===== src/rtl/i2cm_pkg.sv =====
package i2cm_pkg;
  localparam int DATA_W   = 8;
  localparam int CKS_W    = 3;
  localparam int ADDR_W   = 2;

  localparam logic [ADDR_W-1:0] A_CTRL = 2'd0;
  localparam logic [ADDR_W-1:0] A_MODE = 2'd1;
  localparam logic [ADDR_W-1:0] A_DATA = 2'd2;

  typedef enum logic [2:0] {
    ST_IDLE,
    ST_BIT_LO,
    ST_BIT_HI,
    ST_WAIT,
    ST_ACK_LO,
    ST_ACK_HI
  } eng_state_t;

  typedef struct packed {
    logic             lsb_first;
    logic             wait_en;
    logic [CKS_W-1:0] cks;
  } mode_t;
endpackage


===== src/rtl/i2cm_prescaler.sv =====
module i2cm_prescaler #(
  parameter int CKS_W      = 3,
  parameter int BASE_SHIFT = 2
) (
  input  logic             clk,
  input  logic             rst,
  input  logic             run,
  input  logic [CKS_W-1:0] cks,
  output logic             tick
);
  localparam int CNT_W = BASE_SHIFT + (1 << CKS_W);
  localparam logic [CNT_W-1:0] ONE = {{(CNT_W-1){1'b0}}, 1'b1};

  logic [CNT_W-1:0] cnt_q;
  logic [CNT_W-1:0] limit;

  always_comb begin
    limit = (ONE << (int'(cks) + BASE_SHIFT)) - ONE;
  end

  always_ff @(posedge clk) begin
    if (rst || !run) begin
      cnt_q <= '0;
      tick  <= 1'b0;
    end else if (cnt_q == limit) begin
      cnt_q <= '0;
      tick  <= 1'b1;
    end else begin
      cnt_q <= cnt_q + ONE;
      tick  <= 1'b0;
    end
  end

  // the divider period is at least four clocks, so ticks never touch
  a_r11_tick_spacing: assert property (@(posedge clk) disable iff (rst)
    tick |=> !tick);
endmodule


===== src/rtl/i2cm_byte_fsm.sv =====
module i2cm_byte_fsm
  import i2cm_pkg::*;
#(
  parameter int DW = 8
) (
  input  logic          clk,
  input  logic          rst,
  input  logic          start,
  input  logic [DW-1:0] tx_byte,
  input  logic          lsb_first,
  input  logic          wait_en,
  input  logic          tick,
  input  logic          flag,
  input  logic          sda_i,
  output logic          scl_o,
  output logic          sda_o,
  output logic          busy,
  output logic          set_flag,
  output logic          ack_bit
);
  localparam int BCW = $clog2(DW);
  localparam logic [BCW-1:0] LAST = BCW'(DW - 1);

  eng_state_t    state_q;
  logic [DW-1:0] sh_q;
  logic [BCW-1:0] bit_q;
  logic          lsb_q;
  logic          wait_q;

  assign busy = (state_q != ST_IDLE);

  always_ff @(posedge clk) begin
    if (rst) begin
      state_q  <= ST_IDLE;
      sh_q     <= '0;
      bit_q    <= '0;
      lsb_q    <= 1'b0;
      wait_q   <= 1'b0;
      scl_o    <= 1'b1;
      sda_o    <= 1'b1;
      set_flag <= 1'b0;
      ack_bit  <= 1'b0;
    end else begin
      set_flag <= 1'b0;
      case (state_q)
        ST_IDLE: begin
          if (start) begin
            sh_q    <= tx_byte;
            bit_q   <= '0;
            lsb_q   <= lsb_first;
            wait_q  <= wait_en;
            scl_o   <= 1'b0;
            sda_o   <= lsb_first ? tx_byte[0] : tx_byte[DW-1];
            state_q <= ST_BIT_LO;
          end
        end
        ST_BIT_LO: begin
          if (tick) begin
            scl_o   <= 1'b1;
            state_q <= ST_BIT_HI;
          end
        end
        ST_BIT_HI: begin
          if (tick) begin
            scl_o <= 1'b0;
            if (bit_q == LAST) begin
              sda_o <= 1'b1;
              if (wait_q) begin
                set_flag <= 1'b1;
                state_q  <= ST_WAIT;
              end else begin
                state_q  <= ST_ACK_LO;
              end
            end else begin
              bit_q   <= bit_q + 1'b1;
              sh_q    <= lsb_q ? (sh_q >> 1) : (sh_q << 1);
              sda_o   <= lsb_q ? sh_q[1] : sh_q[DW-2];
              state_q <= ST_BIT_LO;
            end
          end
        end
        ST_WAIT: begin
          if (!flag && !set_flag) state_q <= ST_ACK_LO;
        end
        ST_ACK_LO: begin
          if (tick) begin
            scl_o   <= 1'b1;
            ack_bit <= sda_i;
            state_q <= ST_ACK_HI;
          end
        end
        ST_ACK_HI: begin
          if (tick) begin
            scl_o    <= 1'b0;
            set_flag <= 1'b1;
            state_q  <= ST_IDLE;
          end
        end
        default: state_q <= ST_IDLE;
      endcase
    end
  end

  // the bus clock is parked low while waiting for software
  a_r7_wait_holds_scl: assert property (@(posedge clk) disable iff (rst)
    (state_q == ST_WAIT) |-> !scl_o);

  // the wait is left only after the flag has been cleared
  a_r8_wait_needs_clear: assert property (@(posedge clk) disable iff (rst)
    (state_q == ST_WAIT && flag) |=> (state_q == ST_WAIT));

  // SDA is released throughout the acknowledge slot
  a_r10_ack_released: assert property (@(posedge clk) disable iff (rst)
    (state_q == ST_ACK_LO || state_q == ST_ACK_HI) |-> sda_o);

  // SDA holds still while SCL is high during data bits
  a_r4_sda_stable_high: assert property (@(posedge clk) disable iff (rst)
    (state_q == ST_BIT_HI && $past(state_q) == ST_BIT_HI) |-> $stable(sda_o));
endmodule


===== src/rtl/i2cm_regs.sv =====
module i2cm_regs
  import i2cm_pkg::*;
#(
  parameter int AW = 2,
  parameter int DW = 8
) (
  input  logic          clk,
  input  logic          rst,
  input  logic          cpu_wr,
  input  logic [AW-1:0] cpu_addr,
  input  logic [DW-1:0] cpu_wdata,
  output logic [DW-1:0] cpu_rdata,
  input  logic          set_flag_i,
  input  logic          busy_i,
  input  logic          ack_bit_i,
  output mode_t         mode_o,
  output logic          flag_o,
  output logic          start_o,
  output logic [DW-1:0] tx_byte_o
);
  localparam int MODE_W = $bits(mode_t);
  localparam int PAD_W  = DW - MODE_W;

  logic en_q;
  logic wr_ctrl, wr_mode, wr_data;

  assign wr_ctrl = cpu_wr && (cpu_addr == A_CTRL);
  assign wr_mode = cpu_wr && (cpu_addr == A_MODE) && en_q;
  assign wr_data = cpu_wr && (cpu_addr == A_DATA) && en_q && !busy_i && !start_o;

  always_ff @(posedge clk) begin
    if (rst) begin
      en_q      <= 1'b0;
      mode_o    <= '0;
      flag_o    <= 1'b0;
      start_o   <= 1'b0;
      tx_byte_o <= '0;
    end else begin
      start_o <= 1'b0;
      if (wr_ctrl) en_q <= cpu_wdata[DW-1];
      if (wr_mode) mode_o <= mode_t'(cpu_wdata[DW-1:PAD_W]);
      if (set_flag_i)                     flag_o <= 1'b1;
      else if (wr_ctrl && !cpu_wdata[0])  flag_o <= 1'b0;
      if (wr_data) begin
        tx_byte_o <= cpu_wdata;
        start_o   <= 1'b1;
      end
    end
  end

  always_ff @(posedge clk) begin
    if (rst) begin
      cpu_rdata <= '0;
    end else begin
      case (cpu_addr)
        A_CTRL:  cpu_rdata <= {en_q, {(DW-4){1'b0}}, busy_i, ack_bit_i, flag_o};
        A_MODE:  cpu_rdata <= en_q ? {mode_o, {PAD_W{1'b0}}} : '0;
        A_DATA:  cpu_rdata <= tx_byte_o;
        default: cpu_rdata <= '0;
      endcase
    end
  end

  // the mode register cannot change while the interface is disabled
  a_r2_mode_locked: assert property (@(posedge clk) disable iff (rst)
    !en_q |=> $stable(mode_o));

  // the flag only rises when the engine asks for it
  a_r9_flag_source: assert property (@(posedge clk) disable iff (rst)
    $rose(flag_o) |-> $past(set_flag_i));

  // a start request is a single-cycle pulse
  a_r12_single_start: assert property (@(posedge clk) disable iff (rst)
    start_o |=> !start_o);
endmodule


===== src/rtl/i2c_byte_master.sv =====
module i2c_byte_master
  import i2cm_pkg::*;
#(
  parameter int AW         = ADDR_W,
  parameter int DW         = DATA_W,
  parameter int CW         = CKS_W,
  parameter int BASE_SHIFT = 2
) (
  input  logic          clk,
  input  logic          rst,
  input  logic          cpu_wr,
  input  logic [AW-1:0] cpu_addr,
  input  logic [DW-1:0] cpu_wdata,
  output logic [DW-1:0] cpu_rdata,
  output logic          scl_o,
  output logic          sda_o,
  input  logic          sda_i,
  output logic          irq_o
);
  mode_t         mode;
  logic          flag, start, busy, set_flag, ack_bit, tick;
  logic [DW-1:0] tx_byte;

  i2cm_regs #(.AW(AW), .DW(DW)) u_regs (
    .clk(clk), .rst(rst),
    .cpu_wr(cpu_wr), .cpu_addr(cpu_addr), .cpu_wdata(cpu_wdata),
    .cpu_rdata(cpu_rdata),
    .set_flag_i(set_flag), .busy_i(busy), .ack_bit_i(ack_bit),
    .mode_o(mode), .flag_o(flag), .start_o(start), .tx_byte_o(tx_byte)
  );

  i2cm_prescaler #(.CKS_W(CW), .BASE_SHIFT(BASE_SHIFT)) u_presc (
    .clk(clk), .rst(rst), .run(busy), .cks(mode.cks), .tick(tick)
  );

  i2cm_byte_fsm #(.DW(DW)) u_fsm (
    .clk(clk), .rst(rst),
    .start(start), .tx_byte(tx_byte),
    .lsb_first(mode.lsb_first), .wait_en(mode.wait_en),
    .tick(tick), .flag(flag), .sda_i(sda_i),
    .scl_o(scl_o), .sda_o(sda_o), .busy(busy),
    .set_flag(set_flag), .ack_bit(ack_bit)
  );

  assign irq_o = flag;
endmodule


===== config.mk =====
export PLATFORM = sky130hd
export DESIGN_NAME = i2c_byte_master
export DESIGN_NICKNAME = d
export VERILOG_FILES = /design/src/rtl/i2cm_pkg.sv /design/src/rtl/i2cm_prescaler.sv /design/src/rtl/i2cm_byte_fsm.sv /design/src/rtl/i2cm_regs.sv /design/src/rtl/i2c_byte_master.sv
export SDC_FILE = /design/constraint.sdc
export NUM_CORES = 1
export LEC_CHECK = 0
export CAP_MARGIN = 15
export CORE_ASPECT_RATIO = 0.6
export CORE_MARGIN = 2
export CORE_UTILIZATION = 47
export CTS_CLUSTER_DIAMETER = 100
export DETAILED_ROUTE_END_ITERATION = 8
export PLACE_DENSITY = 0.73
export SLEW_MARGIN = 20
export SYNTH_ARGS = -nofsm -noshare
export SYNTH_HDL_FRONTEND = slang
export SYNTH_SLANG_ARGS = --single-unit

===== constraint.sdc =====
create_clock -name clk -period 2.22 [get_ports clk]
set_input_delay 0.444 -clock clk [delete_from_list [all_inputs] [get_ports clk]]
set_output_delay 0.444 -clock clk [all_outputs]
set_load 0.05 [all_outputs]

-- Word-level counts from Yosys, hierarchy flattened
Index checks and enable logic that the tools add are counted.
- register bits after elaboration: 55
- input bits: 14
- output and inout bits: 11
- word-level logic and storage cells: 111
- add/sub/neg operators: 4
- equal/unequal tests: 18
- shifts and indexed selects: 1
- mux-type cells: 39
- reduce and logical (&&, ||, !) cells: 30
- operators with widths (cell ; count):
    $mux W8 ; 5
    $mux W3 ; 11
    $shl A1 B32 Y10 const A ; 1
    $pmux W8 S3 ; 1
    $pmux W3 S6 ; 1
    $mux W1 ; 16
    $pmux W8 S2 ; 1
    $ne A2 B2 Y1 const B ; 6
    $add A10 B1 Y10 const B ; 1
    $eq A10 B10 Y1 ; 1
    $sub A10 B1 Y10 const B ; 1
    $eq A3 B3 Y1 const B ; 3
    $logic_and A1 B1 Y1 ; 9
    $reduce_and A4 Y1 ; 2
    $eq A3 B2 Y1 const B ; 2
    $ne A2 B1 Y1 const B ; 3
    $pmux W3 S2 ; 1
    $reduce_and A6 Y1 ; 1
    $reduce_bool A3 Y1 ; 2
    $reduce_or A2 Y1 ; 3
    $logic_not A1 Y1 ; 5
    $add A3 B2 Y4 const B ; 1
    $pmux W1 S2 ; 2
    $reduce_and A2 Y1 ; 2
    10 further kinds ; 11

-- Depth between registers and ports, before layout
Gate-level depths: netlist of run 1.
- depth after elaboration: 6
- depth in mapped cells: 8
- mapped depth without buffers: 7

-- By module
From an unflattened synthesis of run 1, not the netlist that was laid out.
- cell total of the unflattened synthesis: 318
- area, all modules: 2951.6 sq um
- by module, submodules not included (module ; times used ; cells an instance ; area each (sq um) ; sequential area each (sq um)):
    i2cm_byte_fsm ; 1 ; 134 ; 1133.6 ; 400.4
    i2cm_regs ; 1 ; 93 ; 962.2 ; 480.5
    i2cm_prescaler ; 1 ; 91 ; 855.8 ; 220.2

-- Worst setup path before layout of run 1
No wires, ideal clock.
- path kind: flip-flop to flip-flop
- start: register u_regs.mode_o[1] (netlist name)
- end: register u_presc.cnt_q[1]
- library setup time: 75 ps
- data arrival time: 1948 ps
- required time: 2145 ps
- setup slack: 197 ps
- cell stages (with the launch flop): 8
- path buffers: 1
- clock period less this slack: 2023 ps
- path through: dfxtp_1 > inv_2 > ha_1 > nand2b_2 > and4_2 > o311a_1 > buf_6 > nor3b_2
- longest elaborated chain between the ends: 5
- RTL lines (element ; line ; text):
    start: declaration ; i2cm_regs.sv:16 ; output mode_t mode_o,
    start signal: assignment ; i2cm_regs.sv:41 ; if (wr_mode) mode_o <= mode_t'(cpu_wdata[DW-1:PAD_W]);
    $add A3 B2 Y4 ; i2cm_prescaler.sv:18 ; limit = (ONE << (int'(cks) + BASE_SHIFT)) - ONE;
    $shl A1 B32 Y10 ; i2cm_prescaler.sv:18 ;
    $sub A10 B1 Y10 ; i2cm_prescaler.sv:18 ;
    $eq A10 B10 Y1 ; i2cm_prescaler.sv:25 ; end else if (cnt_q == limit) begin
    $reduce_or A2 Y1 (no source line) ; - ;
    end signal: assignment ; i2cm_prescaler.sv:29 ; cnt_q <= cnt_q + ONE;
    end: declaration ; i2cm_prescaler.sv:14 ; logic [CNT_W-1:0] cnt_q;
No other way between the ends.
A chain may end at the register's enable or synchronous reset.

-- Final worst setup path of run 1
- start: register u_regs.mode_o[1] (netlist name)
- end: register u_presc.tick
- longest elaborated chain between the ends: 5
- RTL lines (element ; line ; text):
    $add A3 B2 Y4 ; i2cm_prescaler.sv:18 ;
    $shl A1 B32 Y10 ; i2cm_prescaler.sv:18 ;
    $sub A10 B1 Y10 ; i2cm_prescaler.sv:18 ;
    $eq A10 B10 Y1 ; i2cm_prescaler.sv:25 ;
    $mux W1 ; i2cm_prescaler.sv:25 ;
    end signal: assignment ; i2cm_prescaler.sv:24 ; tick <= 1'b0;
    end signal: assignment ; i2cm_prescaler.sv:27 ; tick <= 1'b1;
    end signal: assignment ; i2cm_prescaler.sv:30 ; tick <= 1'b0;
    end: declaration ; i2cm_prescaler.sv:9 ; output logic tick
No other way between the ends.

==> results of run 1 <==
## layout make-up
class | count | area, um^2 | share of cell area, %
timing repair buffer | 38 | 345 | 10.6
inverter | 5 | 18.8 | 0.573
clock buffer | 6 | 72.6 | 2.22
multi-input combinational | 230 | 1620 | 49.5
tap | 80 | 100 | 3.06
sequential | 55 | 1100 | 33.7
clock inverter | 2 | 12.5 | 0.382
## cell usage in the layout, fill, tap and decap left out, types with 5 or more instances in the layout
cell             netlist  final
a21oi_1               19     19
nor3_1                11     11
mux2i_1               22     22
xnor2_1                9      8
nand2_1               28     28
nor2_1                33     33
xor2_1                 9      9
ha_1                   9      9
clkbuf_8               0      5
nor3_2                10     10
clkdlybuf4s50_1        0     24
nor2b_1                5      5
nand3_1               11     11
buf_4                  0     14
o211ai_1               6      6
nor3b_1                5      5
a22oi_1                6      6
dfxtp_1               55     54
## per-layer routing
metal | part of all wire, % | global-route usage, % | vias to the layer above
met1 | 54 | 31.3 | 1041
met2 | 39 | 26.9 | 60
met3 | 6.0 | 4.08 | 7
met4 | 0.83 | 4.90 | 0
li1 | - | - | 1150
met5 | 0 | 0 | -
## how the worst max path moves through the flow
stage	from	to	slack, ps	cells past startpoint
after floorplan	u_regs.mode_o[1]	u_presc.cnt_q[1]	200	7
after global placement	u_regs.mode_o[2]	u_presc.tick	-50	7
after detailed placement	u_regs.mode_o[2]	u_presc.tick	-170	7
after CTS	u_regs.mode_o[2]	u_presc.tick	40	7
after global routing	u_regs.mode_o[1]	u_presc.tick	40	7
final	u_regs.mode_o[1]	u_presc.tick	140	7
## Yosys cell counts (2+ instances only)
cell      instances  area share (%)
xnor2_1           9             2.8
o21ai_0           4            0.71
buf_2             5            0.89
nor2_1           33             4.4
and3_1            2            0.45
o211ai_1          6             1.6
nor3b_2           2            0.89
inv_1             4            0.53
nand4_1           3            0.67
dfxtp_1          55              39
mux2i_1          22             7.8
nand2b_1          3            0.67
buf_6             3             1.2
and4bb_1          2            0.89
nor3b_1           5             1.3
xor2_1            9             2.8
and4_2            2            0.71
nand2_1          28             3.7
a22oi_1           6             1.6
a31oi_1           4            0.89
nor3_2           10             3.6
nor2b_1           5             1.1
a211oi_1          3            0.80
clkbuf_1         11             1.5
nand3_1          11             2.0
a21oi_1          19             3.4
nor3_1           11             2.0
ha_1              9             4.0
## power groups by stage
| stage | sequential (uW) | combinational [uW] | clock, uW |
|---|---|---|---|
| finish | 991 | 71.8 | 551 |
| global placement | 1010 | 69.9 | 0 |
| detailed placement | 1010 | 70.5 | 0 |
| floorplan | 1010 | 29.2 | 0 |
| CTS | 991 | 70.8 | 561 |
| global route | 991 | 77.5 | 602 |
## registers in the layout, indices dropped and copies added (netlist names), 3 cells and up
signal,cells
u_fsm.bit_q,3
u_fsm.sh_q,8
u_fsm.state_q,3
u_presc.cnt_q,10
u_regs.cpu_rdata,8
u_regs.mode_o,5
u_regs.tx_byte_o,8
## kinds of logic after synthesis
logic type,after synthesis,share of synthesized area [%]
adders and majority gates,9,4.01
buffers and inverters,25,4.36
DFF,55,39.2
and+or+nand+nor,129,27.2
AOI/OAI and AO/OA,50,11.4
xor gates and xnor gates,18,5.61
muxes,23,8.24
## worst reg2reg max path: cells and delay by family, from the launching register on
| family | cells | cell delay [ps] |
|---|---|---|
| XOR/XNOR | 1 | 140 |
| AND/OR/NAND/NOR | 3 | 710 |
| buffers and inverters | 1 | 80 |
| flip-flops | 1 | 410 |
| adder cells (fa/ha/maj) | 1 | 370 |
| AO/OA/AOI/OAI | 1 | 320 |
## metrics by stage
step,instance area [um^2],utilization [%],setup TNS [ps],setup WS [ps]
floorplan,2810,-,0,197
global placement,3150,55.5,-52.0,-52.0
detailed placement,3150,55.5,-893,-165
CTS,3240,57.0,0,36.0
global route,3270,57.7,0,40.1
finish,3270,57.7,0,137
## what timing repair did
action,4_1_cts,5_1_grt
cloned,0,1
endpoints found under the setup margin,11,11
pin swaps,0,1
hold endpoints to repair,0,0
gates resized for setup,1,4
==> metrics, run 1 <==
Pleak roughly 0.0011 uW; TritonCTS Buffers 5; Worst EP arrival roughly 2300 ps; Critical Setup Path Class reg2reg; vias in the first global route roughly 2100; IO Port Bufs 24; IR drop worst, VDD between 0.0002 and 0.0003 V; DR pass1 iterations 4; min cycle time layout between 2000 and 2500 ps; CP max FO 6; outcome finished, final reports clean; RSZ-0062 raised after global routing no; remaining antenna violation count 0; core area between 5000 and 6000 um^2; Pwr per Cell Area roughly 490 nW/um^2; Congestion Overflow GR 0; EDFF count, synth 0; WP buf/inv 1; Finished Layout Cells 416; DR iter-0 viols approximately 150; Final setup viols 0; Final period util 93.8%; Worst Max-Slew Pin Slew ~530 ps; Max Freq around 0.48 GHz; FF-to-FF End u_presc.tick; Slew Limit Fails 0; via count 2258; Seq cells post-synth 55; switching share of power 22.8%; Sw Pwr around 370 uW; depth of the CTS H-tree 2; Setup Buffers After CTS 0; max_cap viols 0; sequential share of power between 60% and 70%; crit-path leading delay family simple AND/OR/NAND/NOR gates; syn_nets between 300 and 400; CTS Buffer Depth 2; Cell Count Post-Placement 407; routed vias/inst around 5.4; Gate power share between 4 and 5%; synthesized area 2810 um^2; slowest cell on the critical path dfxtp_1; first-pass GRT wire length ~10000 um; WHS about 460 ps; Syn-to-layout area delta 16.5%; CTS tree built; clock root cell clkbuf_8; clock skew 11.4 ps; total track usage around a fifth; Reg2Reg Setup Slack between 100 and 150 ps; Initial Utilization approximately half; Critical Path Sink Type flip-flop; RR Startpoint u_regs.mode_o[1]; Cell variety after synth between 50 and 60; Die ar. 6630 um^2; sequential area share after synthesis approximately two fifths; routed len/inst around 15 um; worst-case reg-to-reg path depth 7; hold path depth 2; Async S/R FF share, synth 0%; NumNets Final around 360; Rows 21; Clock transition at path regs about 100 ps; YS warnings 0; hold buffers post-CTS 0; Fill cells between 500 and 600; Residual DRC 0; worst min-delay path endpoint u_regs.flag_o; Cells after Synth ~310; largest net degree at the start of global routing 29; ANT cells 0; clock share of power 34.1%; worst relative slew slack 64.6%; final hold vios 0; Clock Sinks 55; Syn Area/Cell approximately 9.1 um^2; DP HPWL ~4400 um; initial antenna violation count 0; gpl congestion roughly 0.9; final wirelength about 6400 um; Int Pwr roughly 1200 uW; Pwr Total 1610 uW; Synth Flop Type dfxtp_1; min-delay worst type reg2reg; DIE HEIGHT about 64 um; I/O pin cnt 25; later-pin clock latency in the skew report around 310 ps; share of post-route cells with drive strength above 1 between 15 and 20%; Critical Path RT 2460 ps; Die W about 100 um; critical path, cell by cell inv_2 -> ha_1 -> and4bb_1 -> xnor2_1 -> nor3_2 -> o311a_4 -> nor3b_2; startpoint types flip-flop; hold_sp u_fsm.set_flag; CP peak stage delay between 400 and 500 ps
No activity file was read; power rests on OpenSTA's default activity.
==> inputs of run 2 (changes only) <==
- GPL_ROUTABILITY_DRIVEN: unset -> 0
- clock period: 2.22 -> 2.6 ns (I/O delays scaled with it)
==> run 2 against run 1 <==
Fmax down 7.9%. Cell area decreased by 1.8%. Global-route usage fell by 0.053 points. First-iteration DRC count fell by 8.6%. Power shrank 7.4%. Clock power is 6.9% higher. Hold slack better by 0.76 ps. Critical path depth stayed put. Register-to-register slack better by 200 ps. Setup slack gained 200 ps. Sequential share of layout area is 0.58 points higher. Critical path type unchanged. Non-clock buffer count shrank 7. Largest cell class unchanged.
==> metrics, run 2 (same netlist as run 1, synthesis figures left out) <==
CP peak stage delay 510 ps (+100 ps); Final period util 87.0% (-6.8 points); GR Util met3 3.47% (-0.61 points); Initial Utilization 49.5% (unchanged); ANT cells 0 (unchanged); CTS tree built; core area 5680 um^2 (unchanged); Syn-to-layout area delta 14.4%; routed vias/inst 5.41 (-0.30%); TritonCTS Buffers 5 (unchanged); via count 2208 (-2.2%); DP HPWL 4460 um (+0.36%); RR Startpoint u_regs.mode_o[1]; Max Freq 0.442 GHz (-7.9%); depth of the CTS H-tree 2 (unchanged); final wirelength 6010 um (-5.9%); min cycle time layout 2260 ps (+179 ps); commonest non-fill, non-tap cell in the layout dfxtp_1; max FFs per register 10 (unchanged); hold_sp u_fsm.set_flag; clock skew 8.80 ps (-2.63 ps); vias in the first global route 2105 (+0.29%); remaining antenna violation count 0 (unchanged); Final setup viols 0 (unchanged); share of post-route cells with drive strength above 1 12.8% (-2.7 points); Placed Area 3100 um^2 (-1.7%); first-pass GRT wire length 10500 um (+0.39%); Critical Path RT 2850 ps (+390 ps); I/O pin cnt 25 (unchanged); NumNets Final 350 (-2.2%); met1 Track Usage GR 30.2% (-1.0 points); outcome finished, final reports clean; most frequent cells in the layout dfxtp_1, nor2_1, nand2_1; Sw Pwr 331 uW (-10%); Int Pwr 1160 uW (-6.6%); routed len/inst 14.7 um (-4.1%); Fill cells 507 (-3.4%); storage element area 1100 um^2 (-0.11%); Slew Limit Fails 0 (unchanged); Critical Path Sink Type flip-flop; IO Port Bufs 24 (unchanged); final setup TNS 0 ps (unchanged); met2 Use GR 28.4% (+1.5 points); GR peak layer met1; IR drop worst, VDD 0.000223 V (-24%); Final Core Density 56.6% (-1.0 points); max_cap viols 0 (unchanged); Pleak 0.00108 uW (-3.0%); worst relative slew slack 53.8% (-11 points); Worst Max-Slew Pin Slew 692 ps (+162 ps); DIE HEIGHT 63.9 um (unchanged); DR pass1 iterations 4 (unchanged); switching share of power 22.2% (-0.67 points); CTS Buffer Depth 2 (unchanged); critical path, cell by cell inv_2 -> ha_1 -> nand2b_2 -> o31ai_2 -> xnor2_1 -> o311a_2 -> nor3b_2; later-pin clock latency in the skew report 310 ps (about the same); Rows 21 (unchanged); largest net degree at the start of global routing 33 (+14%); Residual DRC 0 (unchanged); Pwr per Cell Area 465 nW/um^2 (-5.7%); RSZ-0062 raised after global routing no; final hold vios 0 (unchanged); Finished Layout Cells 408 (-1.9%); total track usage 19.8% (-0.053 points); Setup Buffers After CTS 0 (unchanged); Die W 104 um (unchanged); CP max FO 11 (+5); Die ar. 6630 um^2 (unchanged); Largest Register u_presc.cnt_q; Cell Count Post-Placement 400 (-1.7%); Critical Setup Path Class reg2reg; post-route worst setup slack 338 ps (+201 ps); Worst EP arrival 2510 ps (+190 ps); clock root cell clkbuf_8; clock share of power 39.4% (+5.3 points); Congestion Overflow GR 0 (unchanged); Placement Setup Slack 146 ps (+311 ps); Gate power share 4.0% (-0.5 points); initial antenna violation count 0 (unchanged); Clock Sinks 55 (unchanged); crit path from u_regs.mode_o[1]; Clock transition at path regs 110 ps (about the same); area occupied by multi-input gates 1590 um^2 (-2.2%); final instance area 3210 um^2 (-1.8%); startpoint types flip-flop; sequential share of power 56.6% (-4.8 points); DR iter-0 viols 138 (-8.6%); min-delay worst type reg2reg; slowest cell on the critical path dfxtp_1
==> run 2: path summary, 6_finish.rpt <==
kind	endpoint	slack (ps)	cells past startpoint
hold / removal	u_regs.flag_o	460	2
setup reg to reg	u_presc.tick	340	7
setup / recovery	u_presc.tick	340	7
hold reg to reg	u_regs.flag_o	460	2
==> run 2: final cells by class <==
type | instances | area share, %
timing repair buffer | 31 | 9.11
sequential | 55 | 34.3
clock buffer | 5 | 2.14
clock inverter | 3 | 1.44
tap | 80 | 3.11
multi-input combinational | 229 | 49.4
inverter | 5 | 0.584
==> run 2: per-layer routing <==
layer	routed length [um]	up-vias
li1	-	1116
met1	3230	1022
met2	2370	65
met3	352	5
met4	53	0
met5	0	-
==> run 2: timing repair <==
item	4_1_cts	5_1_grt
hold buffers	0	0
setup endpoints to repair	0	1
resized for setup	0	1
hold endpoints to repair	0	0
==> run 2: power by group through the flow <==
stage | clock (uW) | sequential (uW) | combinational, uW
final | 589 | 846 | 59.3
after CTS | 599 | 846 | 59.0
after global placement | 0 | 865 | 57.9
after floorplan | 0 | 866 | 25.0
after detailed placement | 0 | 865 | 58.5
after global routing | 637 | 847 | 64.2
==> run 2: through the flow <==
step	hold WS (ps)	power (uW)
3_5_place_dp	449	924
4_1_cts	465	1500
2_1_floorplan	425	891
6_report	461	1490
5_1_grt	495	1550
3_3_place_gp	443	923
==> run 2: worst max-delay path: cells and delay by family (launching register included) <==
kind | cells | cell delay, ps
AO/OA/AOI/OAI | 2 | 630
XOR/XNOR | 1 | 150
adder cells (fa/ha/maj) | 1 | 360
buffers and inverters | 1 | 90
flip-flops | 1 | 510
AND/OR/NAND/NOR | 2 | 450
==> inputs of run 3 (changes only) <==
- CAP_MARGIN: 15 -> unset
- DONT_BUFFER_PORTS: unset -> 1
- PLACE_DENSITY: 0.73 -> 0.68
==> run 3 against run 2 <==
Fmax shrank 3.5%. Clock-buffer cell count rose by 1. Critical endpoint unchanged. Clock skew down 2.1 ps.
==> metrics, run 3 (same netlist as run 1, synthesis figures left out) <==
TritonCTS Buffers 5 (unchanged); Critical Path Sink Type flip-flop; post-route worst setup slack 257 ps (-81.3 ps); CP max FO 11 (unchanged); Rows 21 (unchanged); Die W 104 um (unchanged); Final period util 90.1% (+3.1 points); Critical Setup Path Class reg2reg; vias in the first global route 1958 (-7.0%); Worst Max-Slew Pin Slew 753 ps (+61.0 ps); Fill cells 537 (+5.9%); depth of the CTS H-tree 2 (unchanged); initial antenna violation count 0 (unchanged); largest net degree at the start of global routing 47 (+42%); commonest non-fill, non-tap cell in the layout dfxtp_1; Clock transition at path regs 100 ps (about the same); Pwr per Cell Area 460 nW/um^2 (-1.1%); clock share of power 35.8% (-3.6 points); core area 5680 um^2 (unchanged); WHS 259 ps (-202 ps); final instance area 2920 um^2 (-9.0%); DR iter-0 viols 113 (-18%); final hold vios 0 (unchanged); outcome finished, final reports clean; Initial Utilization 49.5% (unchanged); Critical Path RT 2850 ps (about the same); clock skew 6.68 ps (-2.11 ps); startpoint types flip-flop; DR pass1 iterations 4 (unchanged); sequential share of power 63.0% (+6.4 points); NumNets Final 323 (-7.7%); switching share of power 21.1% (-1.1 points); RSZ-0062 raised after global routing no; Final Core Density 51.5% (-5.1 points); worst relative slew slack 49.7% (-4.1 points); share of post-route cells with drive strength above 1 12.7% (-0.14 points); ANT cells 0 (unchanged); Congestion Overflow GR 0 (unchanged); via count 2114 (-4.3%); most frequent cells in the layout dfxtp_1, nor2_1, nand2_1; remaining antenna violation count 0 (unchanged); Pleak 0.000970 uW (-10%); max FFs per register 10 (unchanged); Int Pwr 1060 uW (-8.8%); later-pin clock latency in the skew report 310 ps (about the same); IR drop worst, VDD 0.000282 V (+26%); Final setup viols 0 (unchanged); Slew Limit Fails 0 (unchanged); max_cap viols 0 (unchanged); Syn-to-layout area delta 4.10%; total track usage 19.3% (-0.47 points); Gate power share 1.1% (-2.9 points); Die ar. 6630 um^2 (unchanged); final setup TNS 0 ps (unchanged); Sw Pwr 284 uW (-14%); routed len/inst 15.7 um (+6.6%); Residual DRC 0 (unchanged); final wirelength 5970 um (-0.73%); Max Freq 0.427 GHz (-3.5%); DP HPWL 4340 um (-2.8%); min cycle time layout 2340 ps (+81.3 ps); Placement Setup Slack 148 ps (+2.40 ps); Worst EP arrival 2590 ps (+80 ps); min-delay worst type in2reg; I/O pin cnt 25 (unchanged); IO Port Bufs 0 (-100%); DIE HEIGHT 63.9 um (unchanged); CTS Buffer Depth 2 (unchanged); Placed Area 2840 um^2 (-8.5%); first-pass GRT wire length 10100 um (-4.1%); CTS tree built; Largest Register u_presc.cnt_q; clock root cell clkbuf_8; routed vias/inst 5.56 (+2.8%); Clock Sinks 55 (unchanged)
run 3: worst paths after layout:
path	start	to	slack (ps)	cells after the start
setup / recovery	u_regs.mode_o[2]	u_presc.tick	260	7
hold / removal	rst	u_fsm.ack_bit	260	1
setup reg to reg	u_regs.mode_o[2]	u_presc.tick	260	7
hold reg to reg	u_fsm.set_flag	u_regs.flag_o	460	2
run 3: worst max-delay path, stage by stage, from the launching register on:
cell and delay, ps:
dfxtp_1 470, inv_1 150, ha_1 380, nor4b_2 290
xnor2_1 220, xnor2_1 150, o311a_2 400, nor3b_2 210
run 3: timing repair:
item                       4_1_cts  5_1_grt
setup endpoints to repair        0       11
gates resized for setup          0        1
buffers inserted                 0        0
hold buffers                     0        0
run 3: power by group through the flow:
stage | Combinational, uW | Sequential (uW) | Clock, uW
2_1_floorplan | 25.0 | 866 | 0
3_3_place_gp | 14.8 | 867 | 0
3_5_place_dp | 15.1 | 867 | 0
4_1_cts | 15.2 | 847 | 495
5_1_grt | 16.8 | 848 | 536
6_report | 15.2 | 847 | 482
run 3: stage by stage:
stage,power (uW),instances
2_1_floorplan,891,309
3_3_place_gp,881,373
3_5_place_dp,882,373
4_1_cts,1360,380
5_1_grt,1400,380
6_report,1340,380
run 3: metal layers:
metal	track usage (%)	wire (um)
met5	0	0
met4	7.26	68
met3	5.61	379
met2	23.7	2210
met1	30.4	3310
run 3: cell type report:
class                   instances  area (um^2)  area share (%)
inverters                       5         18.8           0.642
clock inverters                 1         5.00           0.171
repair buffers                  4         30.0            1.03
well taps                      80          100            3.42
multi-input cells             229         1590            54.3
clock buffers                   6         82.6            2.82
flip-flops and latches         55         1100            37.7
